$ cat src/rtl/strassen_pkg.sv
package strassen_pkg;

    localparam int unsigned NPROD = 7;
    localparam int unsigned TAG_W = 3;
    localparam int unsigned LANES = 4;

    typedef enum logic [1:0] {
        ST_IDLE  = 2'd0,
        ST_ISSUE = 2'd1,
        ST_DRAIN = 2'd2,
        ST_FIN   = 2'd3
    } mm_state_e;

    // Lane contribution codes
    localparam logic [1:0] CF_NONE = 2'b00;
    localparam logic [1:0] CF_ADD  = 2'b01;
    localparam logic [1:0] CF_SUB  = 2'b10;

    // Per product tag: contribution to lanes {c22, c21, c12, c11}
    function automatic logic [LANES-1:0][1:0] lane_coef(input logic [TAG_W-1:0] tag);
        logic [LANES-1:0][1:0] cf;
        cf = '{default: CF_NONE};
        case (tag)
            3'd0: begin cf[0] = CF_ADD; cf[3] = CF_ADD; end
            3'd1: begin cf[2] = CF_ADD; cf[3] = CF_SUB; end
            3'd2: begin cf[1] = CF_ADD; cf[3] = CF_ADD; end
            3'd3: begin cf[0] = CF_ADD; cf[2] = CF_ADD; end
            3'd4: begin cf[0] = CF_SUB; cf[1] = CF_ADD; end
            3'd5: begin cf[3] = CF_ADD; end
            3'd6: begin cf[0] = CF_ADD; end
            default: cf = '{default: CF_NONE};
        endcase
        return cf;
    endfunction

endpackage

$ cat src/rtl/strassen_presum.sv
module strassen_presum #(
    parameter int unsigned DATA_W = 16,
    localparam int unsigned SUM_W = DATA_W + 1
) (
    input  logic [3:0][DATA_W-1:0] opa_i,
    input  logic [3:0][DATA_W-1:0] opb_i,
    input  logic [2:0]             sel_i,
    output logic [SUM_W-1:0]       lhs_o,
    output logic [SUM_W-1:0]       rhs_o
);
    // Quadrant order in the packed arrays: 0 = r1c1, 1 = r1c2, 2 = r2c1, 3 = r2c2
    logic signed [SUM_W-1:0] xa [4];
    logic signed [SUM_W-1:0] xb [4];
    logic signed [SUM_W-1:0] l_s;
    logic signed [SUM_W-1:0] r_s;

    for (genvar q = 0; q < 4; q++) begin : g_ext
        assign xa[q] = SUM_W'($signed(opa_i[q]));
        assign xb[q] = SUM_W'($signed(opb_i[q]));
    end

    always_comb begin
        l_s = '0;
        r_s = '0;
        case (sel_i)
            3'd0: begin l_s = xa[0] + xa[3]; r_s = xb[0] + xb[3]; end
            3'd1: begin l_s = xa[2] + xa[3]; r_s = xb[0];         end
            3'd2: begin l_s = xa[0];         r_s = xb[1] - xb[3]; end
            3'd3: begin l_s = xa[3];         r_s = xb[2] - xb[0]; end
            3'd4: begin l_s = xa[0] + xa[1]; r_s = xb[3];         end
            3'd5: begin l_s = xa[2] - xa[0]; r_s = xb[0] + xb[1]; end
            3'd6: begin l_s = xa[1] - xa[3]; r_s = xb[2] + xb[3]; end
            default: begin l_s = '0; r_s = '0; end
        endcase
    end

    assign lhs_o = l_s;
    assign rhs_o = r_s;
endmodule

$ cat src/rtl/strassen_mul.sv
module strassen_mul #(
    parameter int unsigned IN_W  = 17,
    parameter int unsigned TAG_W = 3,
    localparam int unsigned PROD_W = 2 * IN_W
) (
    input  logic              clk,
    input  logic              rst,
    input  logic              vld_i,
    input  logic [TAG_W-1:0]  tag_i,
    input  logic [IN_W-1:0]   lhs_i,
    input  logic [IN_W-1:0]   rhs_i,
    output logic              vld_o,
    output logic [TAG_W-1:0]  tag_o,
    output logic [PROD_W-1:0] prod_o
);
    typedef struct packed {
        logic              vld;
        logic [TAG_W-1:0]  tag;
        logic [PROD_W-1:0] prod;
    } mul_reg_t;

    mul_reg_t r_d, r_q;
    logic signed [PROD_W-1:0] p_s;

    always_comb begin
        p_s      = $signed(lhs_i) * $signed(rhs_i);
        r_d      = r_q;
        r_d.vld  = vld_i;
        if (vld_i) begin
            r_d.tag  = tag_i;
            r_d.prod = p_s;
        end
    end

    always_ff @(posedge clk) begin
        if (rst) r_q <= '0;
        else     r_q <= r_d;
    end

    assign vld_o  = r_q.vld;
    assign tag_o  = r_q.tag;
    assign prod_o = r_q.prod;
endmodule

$ cat src/rtl/strassen_acc.sv
module strassen_acc
    import strassen_pkg::*;
#(
    parameter int unsigned PROD_W = 34,
    parameter int unsigned RES_W  = 34
) (
    input  logic                        clk,
    input  logic                        rst,
    input  logic                        clr_i,
    input  logic                        vld_i,
    input  logic [TAG_W-1:0]            tag_i,
    input  logic [PROD_W-1:0]           prod_i,
    output logic [LANES-1:0][RES_W-1:0] res_o
);
    typedef struct packed {
        logic [LANES-1:0][RES_W-1:0] acc;
    } acc_reg_t;

    acc_reg_t r_d, r_q;
    logic signed [RES_W-1:0] pext;
    logic [LANES-1:0][1:0]   cf;

    assign pext = RES_W'($signed(prod_i));
    assign cf   = lane_coef(tag_i);

    always_comb begin
        r_d = r_q;
        if (clr_i) begin
            r_d.acc = '0;
        end else if (vld_i) begin
            for (int ln = 0; ln < int'(LANES); ln++) begin
                case (cf[ln])
                    CF_ADD:  r_d.acc[ln] = r_q.acc[ln] + pext;
                    CF_SUB:  r_d.acc[ln] = r_q.acc[ln] - pext;
                    default: r_d.acc[ln] = r_q.acc[ln];
                endcase
            end
        end
    end

    always_ff @(posedge clk) begin
        if (rst) r_q <= '0;
        else     r_q <= r_d;
    end

    assign res_o = r_q.acc;
endmodule

$ cat src/rtl/strassen_mm2.sv
module strassen_mm2
    import strassen_pkg::*;
#(
    parameter int unsigned DATA_W = 16,
    localparam int unsigned SUM_W  = DATA_W + 1,
    localparam int unsigned PROD_W = 2 * SUM_W,
    localparam int unsigned RES_W  = PROD_W
) (
    input  logic              clk,
    input  logic              rst,
    input  logic              start_i,
    input  logic [DATA_W-1:0] a11_i,
    input  logic [DATA_W-1:0] a12_i,
    input  logic [DATA_W-1:0] a21_i,
    input  logic [DATA_W-1:0] a22_i,
    input  logic [DATA_W-1:0] b11_i,
    input  logic [DATA_W-1:0] b12_i,
    input  logic [DATA_W-1:0] b21_i,
    input  logic [DATA_W-1:0] b22_i,
    output logic              busy_o,
    output logic              done_o,
    output logic [RES_W-1:0]  c11_o,
    output logic [RES_W-1:0]  c12_o,
    output logic [RES_W-1:0]  c21_o,
    output logic [RES_W-1:0]  c22_o
);
    localparam logic [TAG_W-1:0] LAST_TAG = TAG_W'(NPROD - 1);

    typedef struct packed {
        mm_state_e               st;
        logic [TAG_W-1:0]        idx;
        logic [3:0][DATA_W-1:0]  opa;
        logic [3:0][DATA_W-1:0]  opb;
        logic                    done;
    } ctl_reg_t;

    ctl_reg_t r_d, r_q;
    logic     clr_d;
    logic     issue_d;

    logic [SUM_W-1:0]            lhs, rhs;
    logic                        pvld;
    logic [TAG_W-1:0]            ptag;
    logic [PROD_W-1:0]           prod;
    logic [LANES-1:0][RES_W-1:0] res;

    always_comb begin
        r_d      = r_q;
        r_d.done = 1'b0;
        clr_d    = 1'b0;
        issue_d  = 1'b0;
        case (r_q.st)
            ST_IDLE: begin
                if (start_i) begin
                    r_d.opa = {a22_i, a21_i, a12_i, a11_i};
                    r_d.opb = {b22_i, b21_i, b12_i, b11_i};
                    r_d.idx = '0;
                    r_d.st  = ST_ISSUE;
                    clr_d   = 1'b1;
                end
            end
            ST_ISSUE: begin
                issue_d = 1'b1;
                if (r_q.idx == LAST_TAG) r_d.st = ST_DRAIN;
                else                     r_d.idx = r_q.idx + 1'b1;
            end
            ST_DRAIN: r_d.st = ST_FIN;
            ST_FIN: begin
                r_d.st   = ST_IDLE;
                r_d.done = 1'b1;
            end
            default: r_d.st = ST_IDLE;
        endcase
    end

    always_ff @(posedge clk) begin
        if (rst) r_q <= '{st: ST_IDLE, default: '0};
        else     r_q <= r_d;
    end

    strassen_presum #(.DATA_W(DATA_W)) presum_i (
        .opa_i (r_q.opa),
        .opb_i (r_q.opb),
        .sel_i (r_q.idx),
        .lhs_o (lhs),
        .rhs_o (rhs)
    );

    strassen_mul #(.IN_W(SUM_W), .TAG_W(TAG_W)) mul_i (
        .clk    (clk),
        .rst    (rst),
        .vld_i  (issue_d),
        .tag_i  (r_q.idx),
        .lhs_i  (lhs),
        .rhs_i  (rhs),
        .vld_o  (pvld),
        .tag_o  (ptag),
        .prod_o (prod)
    );

    strassen_acc #(.PROD_W(PROD_W), .RES_W(RES_W)) acc_i (
        .clk    (clk),
        .rst    (rst),
        .clr_i  (clr_d),
        .vld_i  (pvld),
        .tag_i  (ptag),
        .prod_i (prod),
        .res_o  (res)
    );

    assign busy_o = (r_q.st != ST_IDLE);
    assign done_o = r_q.done;
    assign c11_o  = res[0];
    assign c12_o  = res[1];
    assign c21_o  = res[2];
    assign c22_o  = res[3];
endmodule

$ cat config.mk
export PLATFORM = sky130hd
export DESIGN_NAME = strassen_mm2
export DESIGN_NICKNAME = d
export VERILOG_FILES = /design/src/rtl/strassen_pkg.sv /design/src/rtl/strassen_presum.sv /design/src/rtl/strassen_mul.sv /design/src/rtl/strassen_acc.sv /design/src/rtl/strassen_mm2.sv
export SDC_FILE = /design/constraint.sdc
export NUM_CORES = 2
export LEC_CHECK = 0
export BUFFER_PORTS_ARGS = -buffer_cell sky130_fd_sc_hd__clkbuf_2
export CORE_MARGIN = 5
export CORE_UTILIZATION = 49
export CTS_BUF_LIST = sky130_fd_sc_hd__clkbuf_4 sky130_fd_sc_hd__clkbuf_8 sky130_fd_sc_hd__clkbuf_16
export CTS_CLUSTER_DIAMETER = 100
export CTS_CLUSTER_SIZE = 25
export DETAILED_ROUTE_END_ITERATION = 12
export MAX_ROUTING_LAYER = met4
export PLACE_DENSITY = 0.7
export SLEW_MARGIN = 25
export SYNTH_ARGS = -nofsm -noshare
export SYNTH_HDL_FRONTEND = slang
export SYNTH_SLANG_ARGS = --single-unit
export TNS_END_PERCENT = 1
$ cat constraint.sdc
create_clock -name clk -period 10.9 [get_ports clk]
set_input_delay 1.09 -clock clk [delete_from_list [all_inputs] [get_ports clk]]
set_output_delay 1.09 -clock clk [all_outputs]
set_load 0.01 [all_outputs]
After elaboration in Yosys (flattened, before gate mapping)
Cells that the tools add are included.

Add/subtract/negate cells: 19. $mul: 1. Equal/unequal tests: 26. Multiplexer cells: 19. Reduce and logical (&&, ||, !) cells: 21.

Operator list (count): $pmux 34 s2 (4); $pmux 17 s7 (2); $add 34x34->34 (4); $sub 34x34->34 (4); $mux 133 (1); $add 16x16->17 (6); $sub 16x16->17 (4); $mul 17x17->34 (1); $eq 3x3->1 const B (6); $eq 3x2->1 const B (4); $reduce_and 2->1 (6); $reduce_bool 2->1 (6); $eq 2x2->1 const B (4); $pmux 2 s2 (2); $pmux 2 s4 (1); $eq 2x1->1 const B (3); $eq 3x1->1 const B (2); $logic_not 3->1 (2); $mux 1 (6); $ne 2x2->1 const B (3); $pmux 3 s2 (1); $reduce_or 2->1 (3); $reduce_or 3->1 (2); $eq 1x2->1 const B (2); other kinds (6) (7).

Bits in registers: 308. Bits of input ports: 131. Output and inout port bits: 138. Word-level logic and storage cells: 104.

Longest topological paths before layout
Word-level depth: 6. Depth in mapped cells: 44. Mapped depth without buffers: 41.

Hierarchy
A second synthesis with hierarchy kept.

Cells, all modules: 4573. Area total of the unflattened synthesis: 36187.2 µm².

By module, submodules not included: strassen_acc (instances 1, cells an instance 1639, area an instance 12341.8 µm², seq. area each 2722.6 µm²); strassen_mul (instances 1, cells an instance 1306, area an instance 12145.4 µm², seq. area each 760.7 µm²); strassen_presum (instances 1, cells an instance 1029, area an instance 6904.1 µm², seq. area each 0.0 µm²); strassen_mm2 (instances 1, cells an instance 599, area an instance 4795.8 µm², seq. area each 2682.6 µm²).

Least setup slack after synthesis
No wires, ideal clock.

Path kind: register to register. From: register r_q[66] in the netlist's numbering. To: register mul_i.r_q (netlist bit mul_i.prod_o[31]). Setup time: 0.079 ns. Arrival: 9.829 ns. Data required time: 10.821 ns. Slack: 0.992 ns. Cell stages (with the launch flop): 43. Buffers on the path: 2. Period minus slack after synthesis: 9.908 ns. Cell sequence: dfxtp_1 inv_1 ha_1 or3b_1 or3_1 or3_1 xor2_1 mux2i_1 ha_1 and2_1 or4_1 a21oi_1 o21ai_0 a31o_2 a21oi_1 xnor2_1 nand2_1 a31oi_1 [... 7 more ...] inv_1 fa_1 fa_1 inv_1 fa_1 inv_1 ha_1 clkbuf_1 nand3_1 nor2_1 and3_1 a41oi_1 a311oi_1 a221oi_1 o31ai_1 o41ai_1 or4_1 o211ai_1.

Word-level cells in the longest chain between the ends: 3. Elaborated cells between the ends (all ways): 5. Classes of those cells: add/sub: 3; mul: 1; mux: 1.

Ends and longest elaborated chain: start: declaration (line strassen_mm2.sv:37) `ctl_reg_t r_d, r_q;`; start signal: assignment (line strassen_mm2.sv:78) `else r_q <= r_d;`; $sub 16x16->17 (tied with other cells) (line strassen_presum.sv:31) `3'd5: begin l_s = xa[2] - xa[0]; r_s = xb[0] + xb[1]; end`; $pmux 17 s7 * (line strassen_presum.sv:25) `case (sel_i)`; $mul 17x17->34 * (line strassen_mul.sv:26) `p_s = $signed(lhs_i) * $signed(rhs_i);`; end signal: assignment (line strassen_mul.sv:37) `else r_q <= r_d;`; end: declaration (line strassen_mul.sv:22) `mul_reg_t r_d, r_q;`.

Every way passes the cells marked *; elsewhere a longest branch is shown, timed or not. A chain may end at the register's enable or synchronous reset.

Final worst setup path
From: register r_q[66] in the netlist's numbering. To: register mul_i.r_q (netlist bit mul_i.prod_o[33]).

Same word-level chain as after synthesis.

==> flow_summary.ini <==
[clock_tree]
htree_num_levels = 1
insertion_delay_ps = 580
cts.clk_slew.worst_paths_ps = 100
holdBufCountCts = 0
cts_made_buffers = 19
cts-root-buf = clkbuf_16
cts_buffer_depth = 3
cts.sinks = 308
post_cts_buffers = 0
cts_tree = built
cts-resized-gates = 0

[sta]
tightest_slew_ps = 1010
slew_violations = 0
finalHoldViolations = 0
post-route-period-util_pct = 94.5
hold_ws_ps = 463
rsz0062_at_grt = false
slew-limit-headroom_pct = 32.1
max_clock_freq_ghz = 0.0970
skew_ps = 20.1
period_needed_ps = 10300
setup_viol = 0
finalSetupTns_ps = 0

[min_path]
min_path_type = flop to flop

[routing]
ant_nets = 0
wirelength_mm = 111
detail_route.wl_per_cell_microns = 19.2
drc = 0
route.top_layer_used = met4
met1Wirelength_mm = 48.4
first_pass_iters = 6
initialDrtViolationCount = 2442
num_vias = 32900
routed_via_density = 5.72
dr_wl_met3_mm = 6.40
wl_met2_mm = 50.9

[grt]
grt_util_all_layers_pct = 27.9
grt_max_degree = 105
antenna_found_initial = 0
gr-total-overflow = 0
grt_pass1_wl_mm = 175
grt_pass1_vias = 31700

[final_layout]
drive_above_1_share_pct = 9.04
nets = 5548
regArea_sq_um = 6170
utilization_pct = 53.5
area_delta_synth_final_pct = 8.27
n_antenna_cell = 0
final_area_sq_um = 39000
fillers = 7002
multiInputGateArea_sq_um = 27700

[place]
place.gp.congestion = 0.975
placed_cell_area_sq_um = 38400
hpwlAfterDp_mm = 87.9
port_buffers = 268

[setup_path]
path_max_fanout = 8
crit_required_ps = 11350
crit_arrival_ps = 10760
slowest_stage = fa_1
startpoint_type = flop
endpoint_kind = flop
slowest_delay_ps = 570
path_class = flop to flop

[die]
dieHeight_microns = 281
start_util_pct = 49.4
die_width_microns = 281
ios = 269
dieArea_sq_um = 79100
placementRows = 99
core_sq_um = 73000

[logic_synthesis]
async_flop_share_pct = 0
yosysWarnings = 0
synth-edff-count = 0
yosys.area.top_type = dfxtp_1
synth-seq-area-share_pct = 17.1
synthFlopType = dfxtp_1
yosysUniqueCellTypes = 88
synth_most_common_cell = nand2_1
synth_area_leaders = dfxtp_1 (17%), fa_1 (17%), ha_1 (11%)
syn-num-nets = 5385
syn_area_per_cell_sq_um = 7.80
synth.top_cells.by_count = nand2_1 (770), a21oi_1 (441), inv_1 (401), nor2_1 (347), ha_1 (328)
yosysTopAreaCellShare_pct = 17.1
ys_ff_latch = 308
syn_area_sq_um = 36000
syn_inst = 4619

[flow_run]
maxCapViolCount = 0

[status]
outcome = finished clean
==> metal layers <==
metal  vias to the layer above  global-route usage [%]
li1                      16000                       -
met1                     15600                    36.8
met2                      1129                    45.6
met3                       211                    2.28
met4                         0                    9.59
met5                         -                       -
==> logic make-up (layout without fill, tap and decap cells) <==
logic type	count (synthesis)	count (layout)	synth area share, %
xor gates and xnor gates	288	288	7.02
and+or+nand+nor	1658	1658	21.0
muxes	43	43	1.19
buffers and inverters	591	764	6.24
adders and majority gates	635	635	28.4
AOI/OAI and AO/OA	1096	1096	19.0
DFF	308	308	17.1
==> flip-flops by register name (all words and copies together) (netlist names) <==
| register | cells |
|---|---|
| r_q | 133 |
| mul_i.vld_o | 1 |
| acc_i.res_o | 136 |
| mul_i.prod_o | 34 |
| done_o | 1 |
| mul_i.tag_o | 3 |
==> through the flow <==
stage,std cells,setup slack [ps]
6_report,5751,596
5_1_grt,5751,26.8
4_1_cts,5751,349
3_5_place_dp,5720,402
3_3_place_gp,5720,571
2_1_floorplan,4619,992
==> area by class of cell <==
cell class | count | area share [%]
sequential | 308 | 15.8
clock inverter | 12 | 0.372
inverter | 402 | 3.87
timing repair buffer | 331 | 4.68
tap | 959 | 3.08
clock buffer | 19 | 1.22
multi-input combinational | 3720 | 71.0
==> critical path, delay by kind of cell, from the launching register on <==
family                     cells  cell delay (ps)
AOI/OAI and AO/OA             11             2560
xor gates and xnor gates       2              280
adders and majority gates      9             3880
buffers and inverters          6              340
DFF                            1              410
muxes                          2              400
and+or+nand+nor               10             2270
==> cells in the final DEF, fill, tap and decap left out, drive strengths merged, types with 94 or more instances in the layout <==
cell type  instances
xor2              94
clkbuf           286
o21ai            186
inv              409
nand2            780
nor3              94
a21o             109
xnor2            194
a21oi            441
nor2             349
dfxtp            308
ha               328
fa               307
==> final timing paths <==
check                            start                       endpoint  slack [ps]  cells after the start
setup / recovery  r_q[66]$_SDFFE_PP0P_  mul_i.prod_o[33]$_SDFFE_PP0P_         600                     40
hold reg to reg   r_q[81]$_SDFFE_PP0P_           r_q[81]$_SDFFE_PP0P_         460                      2
hold / removal    r_q[81]$_SDFFE_PP0P_           r_q[81]$_SDFFE_PP0P_         460                      2
setup reg to reg  r_q[66]$_SDFFE_PP0P_  mul_i.prod_o[33]$_SDFFE_PP0P_         600                     40
Power is left out: the tool's default activity adds up to more than one toggle a clock period on the data nets, which glitch-free logic cannot reach.
